--- src/rtl/mdio_pkg.sv ---
package mdio_pkg;

  localparam int FRAME_BITS = 64;
  localparam int PRE_BITS   = 32;
  localparam int HDR_END    = 46;  // first released bit of a read
  localparam int RX_BITS    = FRAME_BITS - HDR_END;
  localparam int IDX_W      = $clog2(FRAME_BITS);

  typedef enum logic {
    MST_IDLE = 1'b0,
    MST_RUN  = 1'b1
  } mst_state_e;

  // assembles preamble plus command word, MSB is sent first
  function automatic logic [FRAME_BITS-1:0] build_frame(
    input logic        wr,
    input logic [4:0]  phy,
    input logic [4:0]  regad,
    input logic [15:0] wdata
  );
    logic [31:0] cmd;
    if (wr) cmd = {2'b01, 2'b01, phy, regad, 2'b10, wdata};
    else    cmd = {2'b01, 2'b10, phy, regad, 18'h00000};
    return {{PRE_BITS{1'b1}}, cmd};
  endfunction

endpackage

--- src/rtl/mdio_clkdiv.sv ---
module mdio_clkdiv #(
  parameter int DIV_HALF = 2
) (
  input  logic clk,
  input  logic rst_n,
  input  logic run,
  output logic rise_en,
  output logic fall_en
);
  localparam int PERIOD = 2 * DIV_HALF;
  localparam int CW     = (PERIOD > 1) ? $clog2(PERIOD) : 1;
  localparam logic [CW-1:0] RISE_AT = CW'(DIV_HALF - 1);
  localparam logic [CW-1:0] FALL_AT = CW'(PERIOD - 1);

  logic [CW-1:0] cnt_q, cnt_d;

  always_comb begin
    cnt_d = cnt_q;
    if (!run)                cnt_d = '0;
    else if (cnt_q == FALL_AT) cnt_d = '0;
    else                     cnt_d = cnt_q + 1'b1;
  end

  always_ff @(posedge clk or negedge rst_n) begin
    if (!rst_n) cnt_q <= '0;
    else        cnt_q <= cnt_d;
  end

  assign rise_en = run && (cnt_q == RISE_AT);
  assign fall_en = run && (cnt_q == FALL_AT);
endmodule

--- src/rtl/mdio_tx_path.sv ---
module mdio_tx_path
  import mdio_pkg::*;
(
  input  logic                  clk,
  input  logic                  rst_n,
  input  logic                  load,
  input  logic [FRAME_BITS-1:0] frame,
  input  logic                  load_read,
  input  logic                  fall_en,
  output logic                  tx_bit,
  output logic                  drive_now,
  output logic                  drive_next,
  output logic                  last_bit
);
  localparam logic [IDX_W-1:0] LAST_IDX  = IDX_W'(FRAME_BITS - 1);
  localparam logic [IDX_W-1:0] REL_IDX   = IDX_W'(HDR_END);
  localparam logic [IDX_W-1:0] PRE_REL   = IDX_W'(HDR_END - 1);

  logic [FRAME_BITS-1:0] sh_q, sh_d;
  logic [IDX_W-1:0]      idx_q, idx_d;
  logic                  rd_q, rd_d;

  always_comb begin
    sh_d  = sh_q;
    idx_d = idx_q;
    rd_d  = rd_q;
    if (load) begin
      sh_d  = frame;
      idx_d = '0;
      rd_d  = load_read;
    end else if (fall_en) begin
      sh_d  = {sh_q[FRAME_BITS-2:0], 1'b1};
      idx_d = idx_q + 1'b1;
    end
  end

  always_ff @(posedge clk or negedge rst_n) begin
    if (!rst_n) begin
      sh_q  <= '1;
      idx_q <= '0;
      rd_q  <= 1'b0;
    end else begin
      sh_q  <= sh_d;
      idx_q <= idx_d;
      rd_q  <= rd_d;
    end
  end

  assign tx_bit     = sh_q[FRAME_BITS-1];
  assign drive_now  = !rd_q || (idx_q < REL_IDX);
  assign drive_next = !rd_q || (idx_q < PRE_REL);
  assign last_bit   = (idx_q == LAST_IDX);
endmodule

--- src/rtl/mdio_rx_path.sv ---
module mdio_rx_path
  import mdio_pkg::*;
(
  input  logic               clk,
  input  logic               rst_n,
  input  logic               clear,
  input  logic               sample_en,
  input  logic               mdio_i,
  output logic [RX_BITS-1:0] rx_word
);
  logic [RX_BITS-1:0] rx_q, rx_d;

  always_comb begin
    rx_d = rx_q;
    if (clear)          rx_d = '0;
    else if (sample_en) rx_d = {rx_q[RX_BITS-2:0], mdio_i};
  end

  always_ff @(posedge clk or negedge rst_n) begin
    if (!rst_n) rx_q <= '0;
    else        rx_q <= rx_d;
  end

  assign rx_word = rx_q;
endmodule

--- src/rtl/mdio_master.sv ---
module mdio_master
  import mdio_pkg::*;
#(
  parameter int DIV_HALF = 2
) (
  input  logic        clk,
  input  logic        rst_n,
  input  logic        req_valid,
  input  logic        req_write,
  input  logic [4:0]  req_phy,
  input  logic [4:0]  req_reg,
  input  logic [15:0] req_wdata,
  output logic        busy,
  output logic        done,
  output logic [15:0] rd_data,
  output logic        rd_err,
  output logic        mdc,
  output logic        mdio_o,
  output logic        mdio_oe,
  input  logic        mdio_i
);
  mst_state_e          st_q, st_d;
  logic                mdc_q, mdc_d;
  logic                oe_q, oe_d;
  logic                done_q, done_d;
  logic [15:0]         rdat_q, rdat_d;
  logic                rerr_q, rerr_d;
  logic                rd_op_q, rd_op_d;

  logic                run, rise_en, fall_en, accept;
  logic                tx_bit, drive_now, drive_next, last_bit;
  logic [RX_BITS-1:0]  rx_word;
  logic [FRAME_BITS-1:0] frame;

  assign run    = (st_q == MST_RUN);
  assign accept = (st_q == MST_IDLE) && req_valid;
  assign frame  = build_frame(req_write, req_phy, req_reg, req_wdata);

  mdio_clkdiv #(.DIV_HALF(DIV_HALF)) u_div (
    .clk     (clk),
    .rst_n   (rst_n),
    .run     (run),
    .rise_en (rise_en),
    .fall_en (fall_en)
  );

  mdio_tx_path u_tx (
    .clk        (clk),
    .rst_n      (rst_n),
    .load       (accept),
    .frame      (frame),
    .load_read  (!req_write),
    .fall_en    (fall_en),
    .tx_bit     (tx_bit),
    .drive_now  (drive_now),
    .drive_next (drive_next),
    .last_bit   (last_bit)
  );

  mdio_rx_path u_rx (
    .clk       (clk),
    .rst_n     (rst_n),
    .clear     (accept),
    .sample_en (rise_en && !drive_now),
    .mdio_i    (mdio_i),
    .rx_word   (rx_word)
  );

  always_comb begin
    st_d    = st_q;
    mdc_d   = mdc_q;
    oe_d    = oe_q;
    done_d  = 1'b0;
    rdat_d  = rdat_q;
    rerr_d  = rerr_q;
    rd_op_d = rd_op_q;
    unique case (st_q)
      MST_IDLE: begin
        if (req_valid) begin
          st_d    = MST_RUN;
          oe_d    = 1'b1;
          mdc_d   = 1'b0;
          rd_op_d = !req_write;
        end
      end
      MST_RUN: begin
        if (rise_en) mdc_d = 1'b1;
        if (fall_en) begin
          mdc_d = 1'b0;
          if (last_bit) begin
            st_d   = MST_IDLE;
            oe_d   = 1'b0;
            done_d = 1'b1;
            if (rd_op_q) begin
              rdat_d = rx_word[15:0];
              rerr_d = rx_word[16];
            end else begin
              rerr_d = 1'b0;
            end
          end else begin
            oe_d = drive_next;
          end
        end
      end
      default: st_d = MST_IDLE;
    endcase
  end

  always_ff @(posedge clk or negedge rst_n) begin
    if (!rst_n) begin
      st_q    <= MST_IDLE;
      mdc_q   <= 1'b0;
      oe_q    <= 1'b0;
      done_q  <= 1'b0;
      rdat_q  <= '0;
      rerr_q  <= 1'b0;
      rd_op_q <= 1'b0;
    end else begin
      st_q    <= st_d;
      mdc_q   <= mdc_d;
      oe_q    <= oe_d;
      done_q  <= done_d;
      rdat_q  <= rdat_d;
      rerr_q  <= rerr_d;
      rd_op_q <= rd_op_d;
    end
  end

  assign busy    = run;
  assign done    = done_q;
  assign rd_data = rdat_q;
  assign rd_err  = rerr_q;
  assign mdc     = mdc_q;
  assign mdio_oe = oe_q;
  assign mdio_o  = oe_q ? tx_bit : 1'b1;
endmodule

--- config.mk ---
export PLATFORM = sky130hd
export DESIGN_NAME = mdio_master
export DESIGN_NICKNAME = d
export VERILOG_FILES = /design/src/rtl/mdio_pkg.sv /design/src/rtl/mdio_clkdiv.sv /design/src/rtl/mdio_tx_path.sv /design/src/rtl/mdio_rx_path.sv /design/src/rtl/mdio_master.sv
export SDC_FILE = /design/constraint.sdc
export NUM_CORES = 1
export LEC_CHECK = 0
export BUFFER_PORTS_ARGS = -buffer_cell sky130_fd_sc_hd__buf_2
export CAP_MARGIN = 20
export CORE_ASPECT_RATIO = 0.9
export CORE_MARGIN = 5
export CORE_UTILIZATION = 50
export CTS_CLUSTER_SIZE = 28
export DETAILED_ROUTE_END_ITERATION = 10
export PLACE_DENSITY_LB_ADDON = 0.08
export SYNTH_ARGS = -nofsm -noshare
export SYNTH_HDL_FRONTEND = slang
export SYNTH_SLANG_ARGS = --single-unit
--- constraint.sdc ---
create_clock -name clk -period 2.2 [get_ports clk]
set_clock_uncertainty 0.2 [all_clocks]
set_input_delay 0.44 -clock clk [delete_from_list [all_inputs] [get_ports clk]]
set_output_delay 0.44 -clock clk [all_outputs]
set_load 0.1 [all_outputs]
==> flow_metrics.tcl, run 1 <==
set metrics [dict create \
    crit_buf_inv 1 \
    post_dp_cell_area_um2 5170 \
    worst_pin_slew_ns 0.511 \
    yosysTopAreaCell "dfstp_2" \
    yosysWarnings 0 \
    crit_cells 2 \
    grt_start_max_net_pins 54 \
    dieArea_um2 11500 \
    synth_edf_count 0 \
    viasPerCell 5.37 \
    cts_tree "yes" \
    vias 3223 \
    crit_end "mdio_o" \
    wl_um 8950 \
    cts_max_path_buffers 2 \
    slew_violations 0 \
    fmax_mhz 485 \
    drc 0 \
    setup_tns_ns 0 \
    syn-num-nets 459 \
    design_area_um2 5370 \
    cp.required_ns 1.56 \
    grt_pass1_vias 3217 \
    netlist.area_leader.share_pct 35.6 \
    finalPower_mw 7.32 \
    core_um2 9170 \
    post_drt_wl_per_cell_um 14.9 \
    track_usage_pct 16.9 \
    p_comb_share_pct 34.2 \
    drive_gt1_share_pct 34.9 \
    swShare_pct 36.9 \
    synthDistinctLibCells 42 \
    leakage_nw 2.48 \
    cts_buffers 9 \
    internal_power_mw 4.62 \
    r2r_start "u_div.cnt_q[1]" \
    hold_class "primary input to flip-flop" \
    fin_util_pct 58.6 \
    numClockSinks 111 \
    layout_commonest_cell "nand2_1" \
    p_clk_share_pct 15.9 \
    setup.worst_path.start "u_tx.sh_q[63]" \
    rsz0062_at_grt "false" \
    r2r_slack_ns 0.20 \
    drtIter0Drc 171 \
    relSlewSlack_pct 65.7 \
    cp_max_fo 2 \
    antenna_found_initial 0 \
    r2r-end "u_rx.rx_word[7]" \
    ioPinCount 53 \
    hold_viol 0 \
    clk_pin_slew_ns 0.10 \
    crit_chain "nand2b_2 > buf_2" \
    synth_area_leaders "dfstp_2 36%, dfrtp_1 25%, nand2_1 7.5%" \
    final_cell_mix "94 x nand2_1, 64 x dfstp_2, 51 x buf_2, 46 x dfrtp_1, 19 x nand3_1" \
    crit_type "flip-flop to output port" \
    slowest_delay_ns 0.54 \
    drtAntennaViolNets 0 \
    cpLargestDelayFamily "flip-flops" \
    synthCells 424 \
    start_util_pct 51.5 \
    critPathCaptureType "output port" \
    synth-main-ff-cell "dfstp_2" \
    outcome "finished clean" \
    diodes 0 \
    cp.arrival_ns 1.42 \
    pwr-share-seq_pct 49.8 \
    rows 33 \
    cts_root_buf "clkbuf_8" \
    finalCritPeriodShare_pct 93.7 \
    syn_area_um2 4720 \
    power.density_nw_per_um2 1360 \
    gp_congestion 0.745 \
    grt.overflow.total 0 \
    p_switching_mw 2.70 \
    synth-async-reset-ratio_pct 100 \
    die_h_um 102 \
    dp_hpwl_um 5890 \
    cap_violations 0 \
    io_buffers 52 \
    start_kind "flip-flop" \
    die_w_um 112 \
    ir_drop_mv 1.13 \
    syn_area_per_cell_um2 11.1 \
    cp_slowest_cell "dfstp_2" \
    first_pass_iters 5 \
    ys_ff_latch 111 \
    nNetsFinal 508 \
    rr_worst_depth 5 \
    post-route-min-period_ns 2.06 \
    worst_hold_slack_ns 0.0856 \
    grt_first_pass_wirelength_um 15700 \
    htree_levels 3 \
    ys_seq_area_share_pct 60.6 \
    area_delta_synth_final_pct 13.9 \
    clkLatencyLatePin_ns 0.37 \
    setup_viol 0 \
]
-- cells in the mapped netlist (all sizes together), types with 9 or more instances --
cell type,number
a21oi,16
a22oi,9
a31oi,18
buf,15
clkbuf,13
dfrtp,47
dfstp,64
inv,15
mux2,24
nand2,94
nand3,21
nor2,15
o211ai,11
o21ai,15
o22a,17
-- cells by family (layout without fill, tap and decap cells) --
| logic type | count (synthesis) | count (layout) | synth area share [%] |
|---|---|---|---|
| mux | 28 | 28 | 7.13 |
| simple gates | 143 | 143 | 13.4 |
| fa+ha+maj | 4 | 4 | 1.06 |
| flops | 111 | 111 | 60.6 |
| xor+xnor | 1 | 1 | 0.186 |
| compound gates | 94 | 94 | 13.5 |
| buf+inv | 43 | 97 | 4.14 |
-- sequential cells by signal, summed over array words and instances, names as in the netlist --
name          count
u_rx.rx_word     17
done              1
u_tx.sh_q        64
u_tx.idx_q        6
mdc               1
rd_op_q           1
busy              1
rd_data          16
mdio_oe           1
rd_err            1
u_div.cnt_q       2
-- how the worst min path moves through the flow --
stage	from	end	slack [ns]	cells past startpoint
2_1_floorplan	rst_n	busy	-0.06	0
3_3_place_gp	rst_n	rd_data[11]	0.16	1
3_5_place_dp	rst_n	rd_data[11]	0.16	1
4_1_cts	req_phy[3]	u_tx.sh_q[26]	0.06	3
5_1_grt	req_phy[2]	u_tx.sh_q[25]	0.06	3
6_report	req_phy[2]	u_tx.sh_q[25]	0.09	3
-- final cells by class --
| type | instances | area, um2 |
|---|---|---|
| Clock buffer | 11 | 153 |
| Inverter | 15 | 56.3 |
| Timing Repair Buffer | 66 | 445 |
| Multi-Input combinational cell | 270 | 1670 |
| Fill cell | 828 | 3790 |
| Tap cell | 122 | 153 |
| Sequential cell | 111 | 2860 |
| Clock inverter | 5 | 37.5 |
-- repair_timing --
action,CTS,global route
hold buffers,1,0
hold endpoints to repair,7,0
buffers inserted,0,0
setup endpoints to repair,0,7
resized for setup,0,1
-- metrics by stage --
stage                     cells  setup slack (ns)
final                       600             0.138
after CTS                   600             0.101
after global placement      583             0.138
after detailed placement    583             0.115
after global routing        600            0.0617
after floorplan             424            0.0761
-- power groups by stage --
stage	Clock, mW	Combinational [mW]	Sequential (mW)
floorplan	0	1.74	3.80
global placement	0	2.48	3.67
detailed placement	0	2.54	3.68
CTS	1.22	2.55	3.65
global route	1.31	2.79	3.76
finish	1.17	2.50	3.65
-- worst reg2reg max path, stage by stage (launching register included) --
cell,delay (ns)
dfrtp_1,0.39
inv_1,0.06
ha_1,0.21
nand4_4,0.18
or2_2,0.51
mux2_4,0.35
-- metal layers --
| layer | share of wire (%) | vias to the layer above | wire (um) | track usage (%) |
|---|---|---|---|---|
| met5 | 0 | - | 0 | 0 |
| met4 | 1.3 | 0 | 116 | 5.55 |
| met3 | 4.9 | 9 | 438 | 4.50 |
| met2 | 45 | 72 | 4010 | 26.5 |
| met1 | 49 | 1581 | 4390 | 23.3 |
| li1 | - | 1561 | - | - |
Power figures use the tool's default switching activity.
==> run 2, diff against run 1 <==
--- a/config.mk
+++ b/config.mk
@@ -12,7 +12,7 @@
 export CORE_UTILIZATION = 50
 export CTS_CLUSTER_SIZE = 28
 export DETAILED_ROUTE_END_ITERATION = 10
-export PLACE_DENSITY_LB_ADDON = 0.08
+export PLACE_DENSITY = 0.7
 export SYNTH_ARGS = -nofsm -noshare
 export SYNTH_HDL_FRONTEND = slang
 export SYNTH_SLANG_ARGS = --single-unit
==> flow_metrics.tcl, run 2 (synthesized netlist as in run 1, its figures left out) <==
set metrics [dict create \
    setup.worst_path.start "u_div.cnt_q[1]" \
    cts_max_path_buffers 2 \
    relSlewSlack_pct 56.9 \
    highest_layer "met4" \
    grt_pass1_vias 3307 \
    p_clk_share_pct 18.2 \
    swShare_pct 35.9 \
    setup_viol 0 \
    power.density_nw_per_um2 1400 \
    drive_gt1_share_pct 34.9 \
    largest_register_ffs 64 \
    crit_buf_inv 1 \
    cp_max_fo 13 \
    layout_commonest_cell "nand2_1" \
    vias 3247 \
    wl_met1_um 4410 \
    drtIter0Drc 261 \
    outcome "finished clean" \
    cpLargestDelayFamily "simple AND/OR/NAND/NOR gates" \
    cp.arrival_ns 2.11 \
    fillers 788 \
    slew_violations 0 \
    largest_register "u_tx.sh_q" \
    core_um2 9170 \
    ir_drop_mv 1.09 \
    pwr-share-seq_pct 48.6 \
    cts_buffers 9 \
    cts_root_buf "clkbuf_8" \
    r2r_start "u_div.cnt_q[1]" \
    worst_hold_slack_ns 0.0896 \
    drtAntennaViolNets 0 \
    post_drt_wl_per_cell_um 15.3 \
    hold_viol 0 \
    fmax_mhz 485 \
    track_usage_pct 17.3 \
    fin_util_pct 59.0 \
    htree_levels 3 \
    io_buffers 52 \
    diodes 0 \
    start_kind "flip-flop" \
    cp.required_ns 2.25 \
    clk_pin_slew_ns 0.10 \
    grt_first_pass_wirelength_um 16200 \
    finalWorstSetupSlack_ns 0.140 \
    die_w_um 112 \
    place_worst_setup_slack_ns 0.158 \
    critPathCaptureType "flip-flop" \
    slowest_delay_ns 0.51 \
    hp-start "req_reg[1]" \
    grt_start_max_net_pins 54 \
    ctsResizeCount 0 \
    antenna_found_initial 0 \
    final_cell_mix "94 x nand2_1, 64 x dfstp_2, 51 x buf_2, 46 x dfrtp_1, 19 x nand3_1" \
    finalPower_mw 7.57 \
    crit_chain "inv_1 > ha_1 > nand4_4 > or2_1 > mux2_4" \
    ioPinCount 53 \
    wl_um 9200 \
    dp_hpwl_um 6060 \
    rows 33 \
    dieArea_um2 11500 \
    first_pass_iters 5 \
    wl_met2_um 4330 \
    worst_pin_slew_ns 0.646 \
    finalCritPeriodShare_pct 93.6 \
    numClockSinks 111 \
    nNetsFinal 509 \
    start_util_pct 51.5 \
    rsz0062_at_grt "false" \
    viasPerCell 5.40 \
    p_comb_share_pct 33.1 \
    hold_class "primary input to flip-flop" \
    die_h_um 102 \
    cts_tree "yes" \
    internal_power_mw 4.85 \
    p_switching_mw 2.72 \
    grt.overflow.total 0 \
    leakage_nw 2.50 \
    cap_violations 0 \
    gp_congestion 0.795 \
    area_delta_synth_final_pct 14.6 \
    crit_type "flip-flop to flip-flop" \
    cp_slowest_cell "or2_1" \
    clkLatencyLatePin_ns 0.36 \
    route.met3.wl_um 422 \
    drc 0 \
    post-route-min-period_ns 2.06 \
    setup_tns_ns 0 \
]
==> run 2: worst register-to-register path: cells and delay by family (launching register included) <==
| family | cells | cell delay (ns) |
|---|---|---|
| and+or+nand+nor | 2 | 0.70 |
| buffers and inverters | 1 | 0.06 |
| DFF | 1 | 0.39 |
| muxes | 1 | 0.39 |
| adders and majority gates | 1 | 0.22 |
==> run 2: metrics by stage <==
stage / area (um2) / instances
6_report: 5410 / 601
4_1_cts: 5410 / 601
3_3_place_gp: 5160 / 584
2_1_floorplan: 4720 / 424
5_1_grt: 5410 / 601
3_5_place_dp: 5160 / 584
==> run 2: final timing paths <==
check,endpoint,slack [ns],cells past startpoint
setup / recovery,u_rx.rx_word[15],0.14,5
hold / removal,u_tx.sh_q[19],0.09,3
setup reg to reg,u_rx.rx_word[15],0.14,5
hold reg to reg,u_tx.sh_q[23],0.26,2
max in group asynchronous,u_tx.sh_q[31],0.74,3
min in group asynchronous,mdc,0.40,2
==> run 2: metal layers <==
metal / GRT usage, % / up-vias
met1: 24.9 / 1621
met5: 0 / -
met4: 4.99 / 0
met2: 26.5 / 57
met3: 4.03 / 2
li1: - / 1567
==> run 2: cell type report <==
type	instances	area [um2]	area share, %
tap	122	153	2.82
timing repair buffer	67	428	7.92
clock buffer	11	153	2.82
clock inverter	5	86.3	1.60
sequential	111	2860	52.9
multi-input combinational	270	1670	30.9
inverter	15	56.3	1.04
==> run 2: power by group through the flow <==
| stage | Clock, mW | Sequential (mW) | Combinational, mW |
|---|---|---|---|
| floorplan | 0 | 3.80 | 1.74 |
| global route | 1.51 | 3.78 | 2.81 |
| detailed placement | 0 | 3.70 | 2.52 |
| CTS | 1.43 | 3.67 | 2.54 |
| finish | 1.38 | 3.68 | 2.51 |
| global placement | 0 | 3.67 | 2.44 |
==> run 2: repair_timing <==
item / CTS / global route
endpoints found under the hold margin: 10 / 0
buffers inserted: 0 / 0
hold buffers: 1 / 0
